==> config.mk <==
export PLATFORM = sky130hd
export DESIGN_NAME = bus_strobe_timer
export DESIGN_NICKNAME = d
export VERILOG_FILES = /design/src/rtl/bst_pkg.sv /design/src/rtl/bst_cfg_reg.sv /design/src/rtl/bst_timing_sel.sv /design/src/rtl/bst_seq.sv /design/src/rtl/bus_strobe_timer.sv
export SDC_FILE = /design/constraint.sdc
export NUM_CORES = 1
export LEC_CHECK = 0
export BUFFER_PORTS_ARGS = -buffer_cell sky130_fd_sc_hd__buf_4
export CORE_UTILIZATION = 60
export CTS_BUF_LIST = sky130_fd_sc_hd__clkbuf_8
export CTS_CLUSTER_DIAMETER = 150
export DETAILED_ROUTE_END_ITERATION = 8
export PLACE_DENSITY = 0.88
export SLEW_MARGIN = 10
export SYNTH_ARGS = -nofsm -noshare
export SYNTH_HDL_FRONTEND = slang
export SYNTH_SLANG_ARGS = --single-unit
==> constraint.sdc <==
create_clock -name clk -period 4 [get_ports clk]
set_input_delay 0 -clock clk [delete_from_list [all_inputs] [get_ports clk]]
set_output_delay 0 -clock clk [all_outputs]
set_load 0.05 [all_outputs]
==> src/rtl/bst_pkg.sv <==
package bst_pkg;

   localparam int TIM_W = 4;

   typedef logic [TIM_W-1:0] tcount_t;

   typedef struct packed {
      tcount_t setup;
      tcount_t active;
   } strobe_timing_t;

   typedef enum logic [1:0] {
      ST_IDLE   = 2'd0,
      ST_SETUP  = 2'd1,
      ST_STROBE = 2'd2,
      ST_DONE   = 2'd3
   } seq_state_e;

   // Pair of counts selected by a 2-bit extension code.
   function automatic strobe_timing_t decode_ext(input logic [1:0] code);
      strobe_timing_t t;
      case (code)
         2'b00:   begin t.setup = tcount_t'(2); t.active = tcount_t'(3); end
         2'b01:   begin t.setup = tcount_t'(2); t.active = tcount_t'(4); end
         2'b10:   begin t.setup = tcount_t'(3); t.active = tcount_t'(4); end
         default: begin t.setup = tcount_t'(4); t.active = tcount_t'(5); end
      endcase
      return t;
   endfunction

endpackage

==> src/rtl/bst_cfg_reg.sv <==
module bst_cfg_reg #(
   parameter int NUM_AREAS = 4,
   parameter int FIELD_W   = 2,
   localparam int CFG_W    = NUM_AREAS * FIELD_W
) (
   input  logic             clk,
   input  logic             rst,
   input  logic             wr_en,
   input  logic [CFG_W-1:0] wr_data,
   output logic [CFG_W-1:0] fields
);

   initial begin
      assert (NUM_AREAS >= 1) else $error("bst_cfg_reg: NUM_AREAS must be at least 1");
      assert (FIELD_W >= 1)   else $error("bst_cfg_reg: FIELD_W must be at least 1");
   end

   for (genvar i = 0; i < NUM_AREAS; i++) begin : g_field
      always_ff @(posedge clk) begin
         if (rst) begin
            fields[i*FIELD_W +: FIELD_W] <= '0;
         end else if (wr_en) begin
            fields[i*FIELD_W +: FIELD_W] <= wr_data[i*FIELD_W +: FIELD_W];
         end
      end
   end

   assert_cfg_capture_R2: assert property (@(posedge clk) disable iff (rst)
      wr_en |=> (fields == $past(wr_data)));

endmodule

==> src/rtl/bst_timing_sel.sv <==
module bst_timing_sel
   import bst_pkg::*;
#(
   parameter int NUM_AREAS                 = 4,
   parameter int FIELD_W                   = 2,
   parameter logic [FIELD_W-1:0] EXT_CODE  = '1,
   parameter int DEF_SETUP                 = 1,
   parameter int DEF_ACTIVE                = 1,
   localparam int CFG_W                    = NUM_AREAS * FIELD_W,
   localparam int AREA_W                   = (NUM_AREAS > 1) ? $clog2(NUM_AREAS) : 1
) (
   input  logic [CFG_W-1:0]  ext_fields,
   input  logic [CFG_W-1:0]  sel_fields,
   input  logic [AREA_W-1:0] area,
   output strobe_timing_t    tim
);

   localparam strobe_timing_t DEF_TIM = '{setup: tcount_t'(DEF_SETUP), active: tcount_t'(DEF_ACTIVE)};

   initial begin
      assert (FIELD_W == 2) else $error("bst_timing_sel: extension decode needs 2-bit fields");
      assert (DEF_SETUP >= 1 && DEF_SETUP < (1 << TIM_W))
         else $error("bst_timing_sel: DEF_SETUP out of range");
      assert (DEF_ACTIVE >= 1 && DEF_ACTIVE < (1 << TIM_W))
         else $error("bst_timing_sel: DEF_ACTIVE out of range");
   end

   strobe_timing_t area_tim [NUM_AREAS];

   for (genvar i = 0; i < NUM_AREAS; i++) begin : g_area
      assign area_tim[i] = (sel_fields[i*FIELD_W +: FIELD_W] == EXT_CODE)
                           ? decode_ext(ext_fields[i*FIELD_W +: 2])
                           : DEF_TIM;
   end

   always_comb begin
      tim = DEF_TIM;
      for (int j = 0; j < NUM_AREAS; j++) begin
         if (area == AREA_W'(j)) tim = area_tim[j];
      end
   end

endmodule

==> src/rtl/bst_seq.sv <==
module bst_seq
   import bst_pkg::*;
(
   input  logic           clk,
   input  logic           rst,
   input  logic           req_valid,
   input  logic           req_write,
   input  strobe_timing_t req_tim,
   output logic           rd_n,
   output logic           wr_n,
   output logic           done,
   output logic           busy
);

   seq_state_e     state;
   tcount_t        cnt;
   strobe_timing_t lat_tim;
   logic           lat_wr;
   logic           accept;

   assign accept = (state == ST_IDLE) && req_valid;

   always_ff @(posedge clk) begin
      if (rst) begin
         state   <= ST_IDLE;
         cnt     <= '0;
         lat_tim <= '0;
         lat_wr  <= 1'b0;
      end else begin
         case (state)
            ST_IDLE: begin
               if (req_valid) begin
                  state   <= ST_SETUP;
                  cnt     <= req_tim.setup - tcount_t'(1);
                  lat_tim <= req_tim;
                  lat_wr  <= req_write;
               end
            end
            ST_SETUP: begin
               if (cnt == '0) begin
                  state <= ST_STROBE;
                  cnt   <= lat_tim.active - tcount_t'(1);
               end else begin
                  cnt <= cnt - tcount_t'(1);
               end
            end
            ST_STROBE: begin
               if (cnt == '0) state <= ST_DONE;
               else           cnt   <= cnt - tcount_t'(1);
            end
            default: state <= ST_IDLE;
         endcase
      end
   end

   assign rd_n = !((state == ST_STROBE) && !lat_wr);
   assign wr_n = !((state == ST_STROBE) &&  lat_wr);
   assign done = (state == ST_DONE);
   assign busy = (state != ST_IDLE);

   assert_idle_quiet_R1: assert property (@(posedge clk) disable iff (rst)
      !busy |-> (rd_n && wr_n && !done));

   assert_single_strobe_R7: assert property (@(posedge clk) disable iff (rst)
      !(!rd_n && !wr_n));

   assert_done_pulse_R8: assert property (@(posedge clk) disable iff (rst)
      done |=> !done);

   assert_done_strobe_high_R8: assert property (@(posedge clk) disable iff (rst)
      done |-> (rd_n && wr_n && busy));

   // every setup interval is at least one cycle long
   assert_setup_first_R3: assert property (@(posedge clk) disable iff (rst)
      accept |=> (rd_n && wr_n && !done && busy));

   assert_hold_timing_R9: assert property (@(posedge clk) disable iff (rst)
      (busy && $past(busy)) |-> ($stable(lat_tim) && $stable(lat_wr)));

endmodule

==> src/rtl/bus_strobe_timer.sv <==
module bus_strobe_timer
   import bst_pkg::*;
#(
   parameter int NUM_AREAS                     = 4,
   parameter int FIELD_W                       = 2,
   parameter logic [FIELD_W-1:0] EXT_SEL_CODE  = '1,
   parameter int DEF_SETUP                     = 1,
   parameter int DEF_ACTIVE                    = 1,
   localparam int CFG_W                        = NUM_AREAS * FIELD_W,
   localparam int AREA_W                       = (NUM_AREAS > 1) ? $clog2(NUM_AREAS) : 1
) (
   input  logic              clk,
   input  logic              rst,
   input  logic              cfg_we,
   input  logic [CFG_W-1:0]  cfg_wdata,
   output logic [CFG_W-1:0]  cfg_rdata,
   input  logic [CFG_W-1:0]  wait_sel,
   input  logic              req_valid,
   input  logic [AREA_W-1:0] req_area,
   input  logic              req_write,
   output logic              rd_n,
   output logic              wr_n,
   output logic              done,
   output logic              busy
);

   logic [CFG_W-1:0] ext_fields;
   strobe_timing_t   req_tim;

   bst_cfg_reg #(
      .NUM_AREAS (NUM_AREAS),
      .FIELD_W   (FIELD_W)
   ) i_cfg (
      .clk     (clk),
      .rst     (rst),
      .wr_en   (cfg_we),
      .wr_data (cfg_wdata),
      .fields  (ext_fields)
   );

   assign cfg_rdata = ext_fields;

   bst_timing_sel #(
      .NUM_AREAS  (NUM_AREAS),
      .FIELD_W    (FIELD_W),
      .EXT_CODE   (EXT_SEL_CODE),
      .DEF_SETUP  (DEF_SETUP),
      .DEF_ACTIVE (DEF_ACTIVE)
   ) i_tsel (
      .ext_fields (ext_fields),
      .sel_fields (wait_sel),
      .area       (req_area),
      .tim        (req_tim)
   );

   bst_seq i_seq (
      .clk       (clk),
      .rst       (rst),
      .req_valid (req_valid),
      .req_write (req_write),
      .req_tim   (req_tim),
      .rd_n      (rd_n),
      .wr_n      (wr_n),
      .done      (done),
      .busy      (busy)
   );

endmodule

# Yosys cells after proc, flatten, opt, wreduce, memory -nomap -nowiden
# Index checks and enable logic that the tools add are counted.
# op_classes
addsub	3
multipliers	0
div	0
order_cmp	0
eq_ne	22
shift	0
mux	20
bitwise	0
n_reduce_logical	17
# op_table
cell	n
one-hot mux 7 bit (3 select lines)	4
2-to-1 mux 8 bit	4
2-to-1 mux 7 bit	4
== test 2 bit, second input constant	12
== test 2 x 1 -> 1 bit, second input constant	6
zero test 2 bit	6
2-to-1 mux 4 bit	3
one-hot mux 4 bit (3 select lines)	1
subtractor 4 x 1 -> 4 bit, second input constant	3
2-to-1 mux 2 bit	3
one-hot mux 2 bit (3 select lines)	1
AND reduction 3 bit	2
zero test 4 bit	1
inequality test 2 x 1 -> 1 bit, second input constant	2
inequality test 2 bit, second input constant	2
zero test 1 bit	3
nonzero test 3 bit	1
logical AND 1 bit	2
AND reduction 2 bit	1
nonzero test 2 bit	1
# word_totals
ff_bits	19
latchBits	0
ramBits	0
romBits	0
input_bits	23
output_inout_bits	12
elab_cells	70
memories	0

# Longest topological paths before layout
# logic_depth
word_depth	10
mapped_depth	8
ltp_nobuf	8

# Modules after synthesis
# A second synthesis with hierarchy kept.
# hier_totals
cells_unflattened	179
hier_area_um2	1515.2
# modules_own_cells
module	n_inst	cells_per_inst	area_per_inst_um2	seq_area_each_um2
bst_seq	1	97	768.2	220.2
bst_timing_sel	1	56	461.7	0.0
bst_cfg_reg	1	26	285.3	160.2

# Least setup slack after synthesis
# No wires, ideal clock.
# synth_path
path_type	register to register
startpoint	register i_cfg.fields[5]
endpoint	register i_seq.cnt[2]
setup_ps	62
arrival_time_ps	2230
required_time_ps	3938
setup_slack_ps	1708
stages_incl_launch_ff	8
n_path_buf	0
synth_period_minus_slack_ps	2292
cell_sequence	dfxtp_1 -> ha_1 -> o22ai_1 -> or3_1 -> ha_1 -> or3_1 -> a2111o_1 -> nand3_1
# synth_via
elab_chain_len	8
elab_cells_between_ends	10
cone_classes	1 x add/sub; 2 x eq/ne; 6 x mux; 1 x reduce/logical
# synth_lines
element	line_no	text
start: declaration	bst_cfg_reg.sv:10	output logic [CFG_W-1:0] fields
start signal: indexed assignment	bst_cfg_reg.sv:23	fields[i*FIELD_W +: FIELD_W] <= wr_data[i*FIELD_W +: FIELD_W];
== test 2 bit (tied with other cells)	bst_pkg.sv:22	case (code)
one-hot mux 7 bit (3 select lines) (*)	bst_pkg.sv:22	
2-to-1 mux 7 bit (*)	bst_timing_sel.sv:32	? decode_ext(ext_fields[i*FIELD_W +: 2])
2-to-1 mux 8 bit (*) (2 in series)	bst_timing_sel.sv:39	if (area == AREA_W'(j)) tim = area_tim[j];
subtractor 4 x 1 -> 4 bit (*)	bst_seq.sv:34	cnt <= req_tim.setup - tcount_t'(1);
2-to-1 mux 4 bit (*)	bst_seq.sv:32	if (req_valid) begin
one-hot mux 4 bit (3 select lines) (*)	bst_seq.sv:30	case (state)
end signal: assignment	bst_seq.sv:34	
end signal: assignment	bst_seq.sv:42	cnt <= lat_tim.active - tcount_t'(1);
end signal: assignment	bst_seq.sv:44	cnt <= cnt - tcount_t'(1);
end: declaration	bst_seq.sv:16	tcount_t cnt;
# Mark *: on every way between the ends. The rest lies on a longest branch, timed or not. The select of a mux whose other input is x is not followed.
# A chain may end at the register's enable or synchronous reset.

# Final worst setup path
# layout_path
startpoint	register i_cfg.fields[6]
endpoint	register i_seq.cnt[2]
# layout_via
elab_chain_len	7
elab_cells_between_ends	9
cone_classes	1 x add/sub; 2 x eq/ne; 5 x mux; 1 x reduce/logical
# layout_lines
element	line_no
== test 2 bit (tied with other cells)	bst_pkg.sv:22
one-hot mux 7 bit (3 select lines) (*)	bst_pkg.sv:22
2-to-1 mux 7 bit (*)	bst_timing_sel.sv:32
2-to-1 mux 8 bit (*)	bst_timing_sel.sv:39
subtractor 4 x 1 -> 4 bit (*)	bst_seq.sv:34
2-to-1 mux 4 bit (*)	bst_seq.sv:32
one-hot mux 4 bit (3 select lines) (*)	bst_seq.sv:30
# Marks and branches as above.

==> impl_metrics.tcl <==
set metrics [dict create \
    status "complete, no violations" \
    synth_ff_type "dfxtp_1" \
    cts_buffer_depth 2 \
    hold_class "in2reg" \
    first_iter_violations 52 \
    antenna_left 0 \
    drc 0 \
    grt_pass1_vias 1504 \
    max_slew_margin_pct 54.8 \
    ir_worst_vdd_mv 0.399 \
    yosysSeqAreaShare_pct 24.4 \
    critical_path_class "reg2reg" \
    synthArstFlopShare_pct 0 \
    holdWs_ns 0.00643 \
    avgSynthCellArea_sq_um 8.53 \
    fin_nets 258 \
    n_antenna_cell 0 \
    cellPowerDensity_mw_per_mm2 549 \
    fp-row-count 17 \
    grt_overflow 0 \
    post_cts.resized_instances 0 \
    synth_xor_area_share_pct 1.19 \
    crit_arrival_ns 2.35 \
    synth_fa_ha_area_share_pct 19.5 \
    antenna_found_initial 0 \
    clock_sinks 18 \
    drive_above_1_share_pct 19.0 \
    synth-simple-area-share_pct 23.0 \
    crit_required_ns 4.21 \
    worst_setup_path_start_kind "register" \
    via_count 1515 \
    path_max_fanout 4 \
    clk_pin_slew_ns 0.07 \
    routed_wl_mm 4.03 \
    finalHoldViolCount 0 \
    synth_compound_area_share_pct 17.5 \
    syn_inst 173 \
    ys_top_cells_by_area "dfxtp_1 24%, ha_1 19%, mux2i_1 6.8%, inv_1 5.6%, nor2_1 3.3%" \
    yosysWarnings 0 \
    clock-root-buffer "clkbuf_8" \
    wl_per_cell_microns 16.9 \
    syn-num-nets 219 \
    initial_core_util_pct 64.9 \
    area_growth_pct 25.3 \
    yosys-mux-area-fraction_pct 6.78 \
    grt_max_degree 21 \
    cap_violations 0 \
    period_share_pct 53.5 \
    finalWorstSetupSlack_ns 1.86 \
    hpwl_mm 2.78 \
    die_height_microns 51.6 \
    ys_seq_elements 18 \
    cts_buffers 3 \
    tightestPinTransition_ns 0.676 \
    clk_latency_ns 0.26 \
    grt_pass1_wl_mm 6.57 \
    synth_top_family_by_area "simple AND/OR/NAND/NOR gates" \
    portBuffers 34 \
    gp_congestion 0.908 \
    vias_per_cell 6.34 \
    synthTopCellsByCount "23 x ha_1, 22 x inv_1, 18 x dfxtp_1, 13 x nor2_1, 10 x mux2i_1" \
    synth_cell_types 46 \
    io_pins 35 \
    drtPass1Iterations 4 \
    tns_ns 0 \
    dp_slack_ns 1.91 \
    syn_area_sq_mm 0.00148 \
    synth_top_area_share_pct 24.4 \
    yosysTopAreaCell "dfxtp_1" \
    cp-end-kind "register" \
    rsz0062_at_grt "no" \
    fmax_ghz 0.467 \
    synth_edf_count 0 \
    coreArea_sq_mm 0.00228 \
    design.die.area_sq_mm 0.00266 \
    fin_worst_skew_ns 0.00344 \
    die_width_microns 51.6 \
    cts_tree "yes" \
    p_leak_uw 0.000869 \
    setup_viol 0 \
    htree_levels 1 \
    synth.most_common_cell "ha_1" \
    slew_viol_final 0 \
    post-route-min-period_ns 2.14 \
    track_usage_pct 33.6 \
]
## cell families (layout without fill, tap and decap cells)
family | count (synthesis) | in the layout
flops | 18 | 18
compound gates | 36 | 36
simple gates | 56 | 56
mux | 10 | 10
fa+ha+maj | 23 | 23
buf+inv | 28 | 66
xor+xnor | 2 | 2
## placed cells by master (no fill, tap or decap), types with 2 or more instances in the layout
cell type / n
a211oi_1: 3
a21oi_1: 6
a221oi_1: 2
a31oi_1: 2
and3_1: 3
buf_4: 34
clkbuf_8: 4
dfxtp_1: 18
dlygate4sd3_1: 6
ha_1: 23
inv_1: 22
mux2i_1: 10
nand2_1: 5
nand2b_1: 3
nand3_1: 7
nand4b_1: 2
nor2_1: 13
nor3_1: 5
nor3b_1: 2
nor4_1: 3
o21ai_0: 3
o221ai_1: 2
o22ai_1: 7
o32ai_1: 2
or3_1: 3
## path summary, 6_finish.rpt
kind / slack, ns / startpoint / cells past startpoint / endpoint
min: 0.006 / cfg_wdata[7] / 3 / i_cfg.fields[7]
min reg2reg: 0.48 / i_seq.lat_wr / 2 / i_seq.lat_wr
max reg2reg: 1.86 / i_cfg.fields[6] / 8 / i_seq.cnt[2]
max: 1.86 / i_cfg.fields[6] / 8 / i_seq.cnt[2]
## area by class of cell
| type | instances | area [sq um] |
|---|---|---|
| multi-input combinational | 127 | 1000 |
| tap | 28 | 35.0 |
| clock buffer | 4 | 55.1 |
| sequential | 18 | 360 |
| timing repair buffer | 40 | 315 |
| fill | 132 | 425 |
| inverter | 22 | 82.6 |
## timing repair
action                    in CTS  in global routing
hold endpoints to repair       6                  0
buffers inserted               0                  0
hold buffers                   6                  0
## where the power goes
part           leakage [uW]  total, uW  internal (uW)  switching (uW)
clock network     0.0000288        155           87.8            67.7
logic              0.000692        605            247             358
registers          0.000148        255            218            37.8
total              0.000869       1020            553             463
## state kept, by name, indices dropped and copies added (netlist names)
name and count:
i_seq.lat_wr 1, i_seq.state 2, i_seq.lat_tim 3, i_seq.cnt 4, i_cfg.fields 8
## metal layers
layer  routed length, microns  global-route usage (%)
met1                     1530                    34.8
met5                        0                       0
met3                      257                    5.85
met4                      185                    22.5
met2                     2060                    61.0
## worst max-delay path: stages, from the launching register on
cell and delay [ns]:
dfxtp_1 0.35, inv_1 0.13, ha_1 0.19, o22ai_1 0.09
or3_1 0.38, ha_1 0.21, or3_1 0.35, a2111o_1 0.30
nand3_1 0.08
## metrics by stage
step / total power, uW / instances / utilization, % / cell area (sq um)
after floorplan: 704 / 173 / - / 1480
after global placement: 821 / 229 / 76.3 / 1740
after detailed placement: 847 / 229 / 76.3 / 1740
after CTS: 1000 / 239 / 81.3 / 1850
after global routing: 1080 / 239 / 81.3 / 1850
final: 1020 / 239 / 81.3 / 1850
Power figures use the tool's default switching activity.
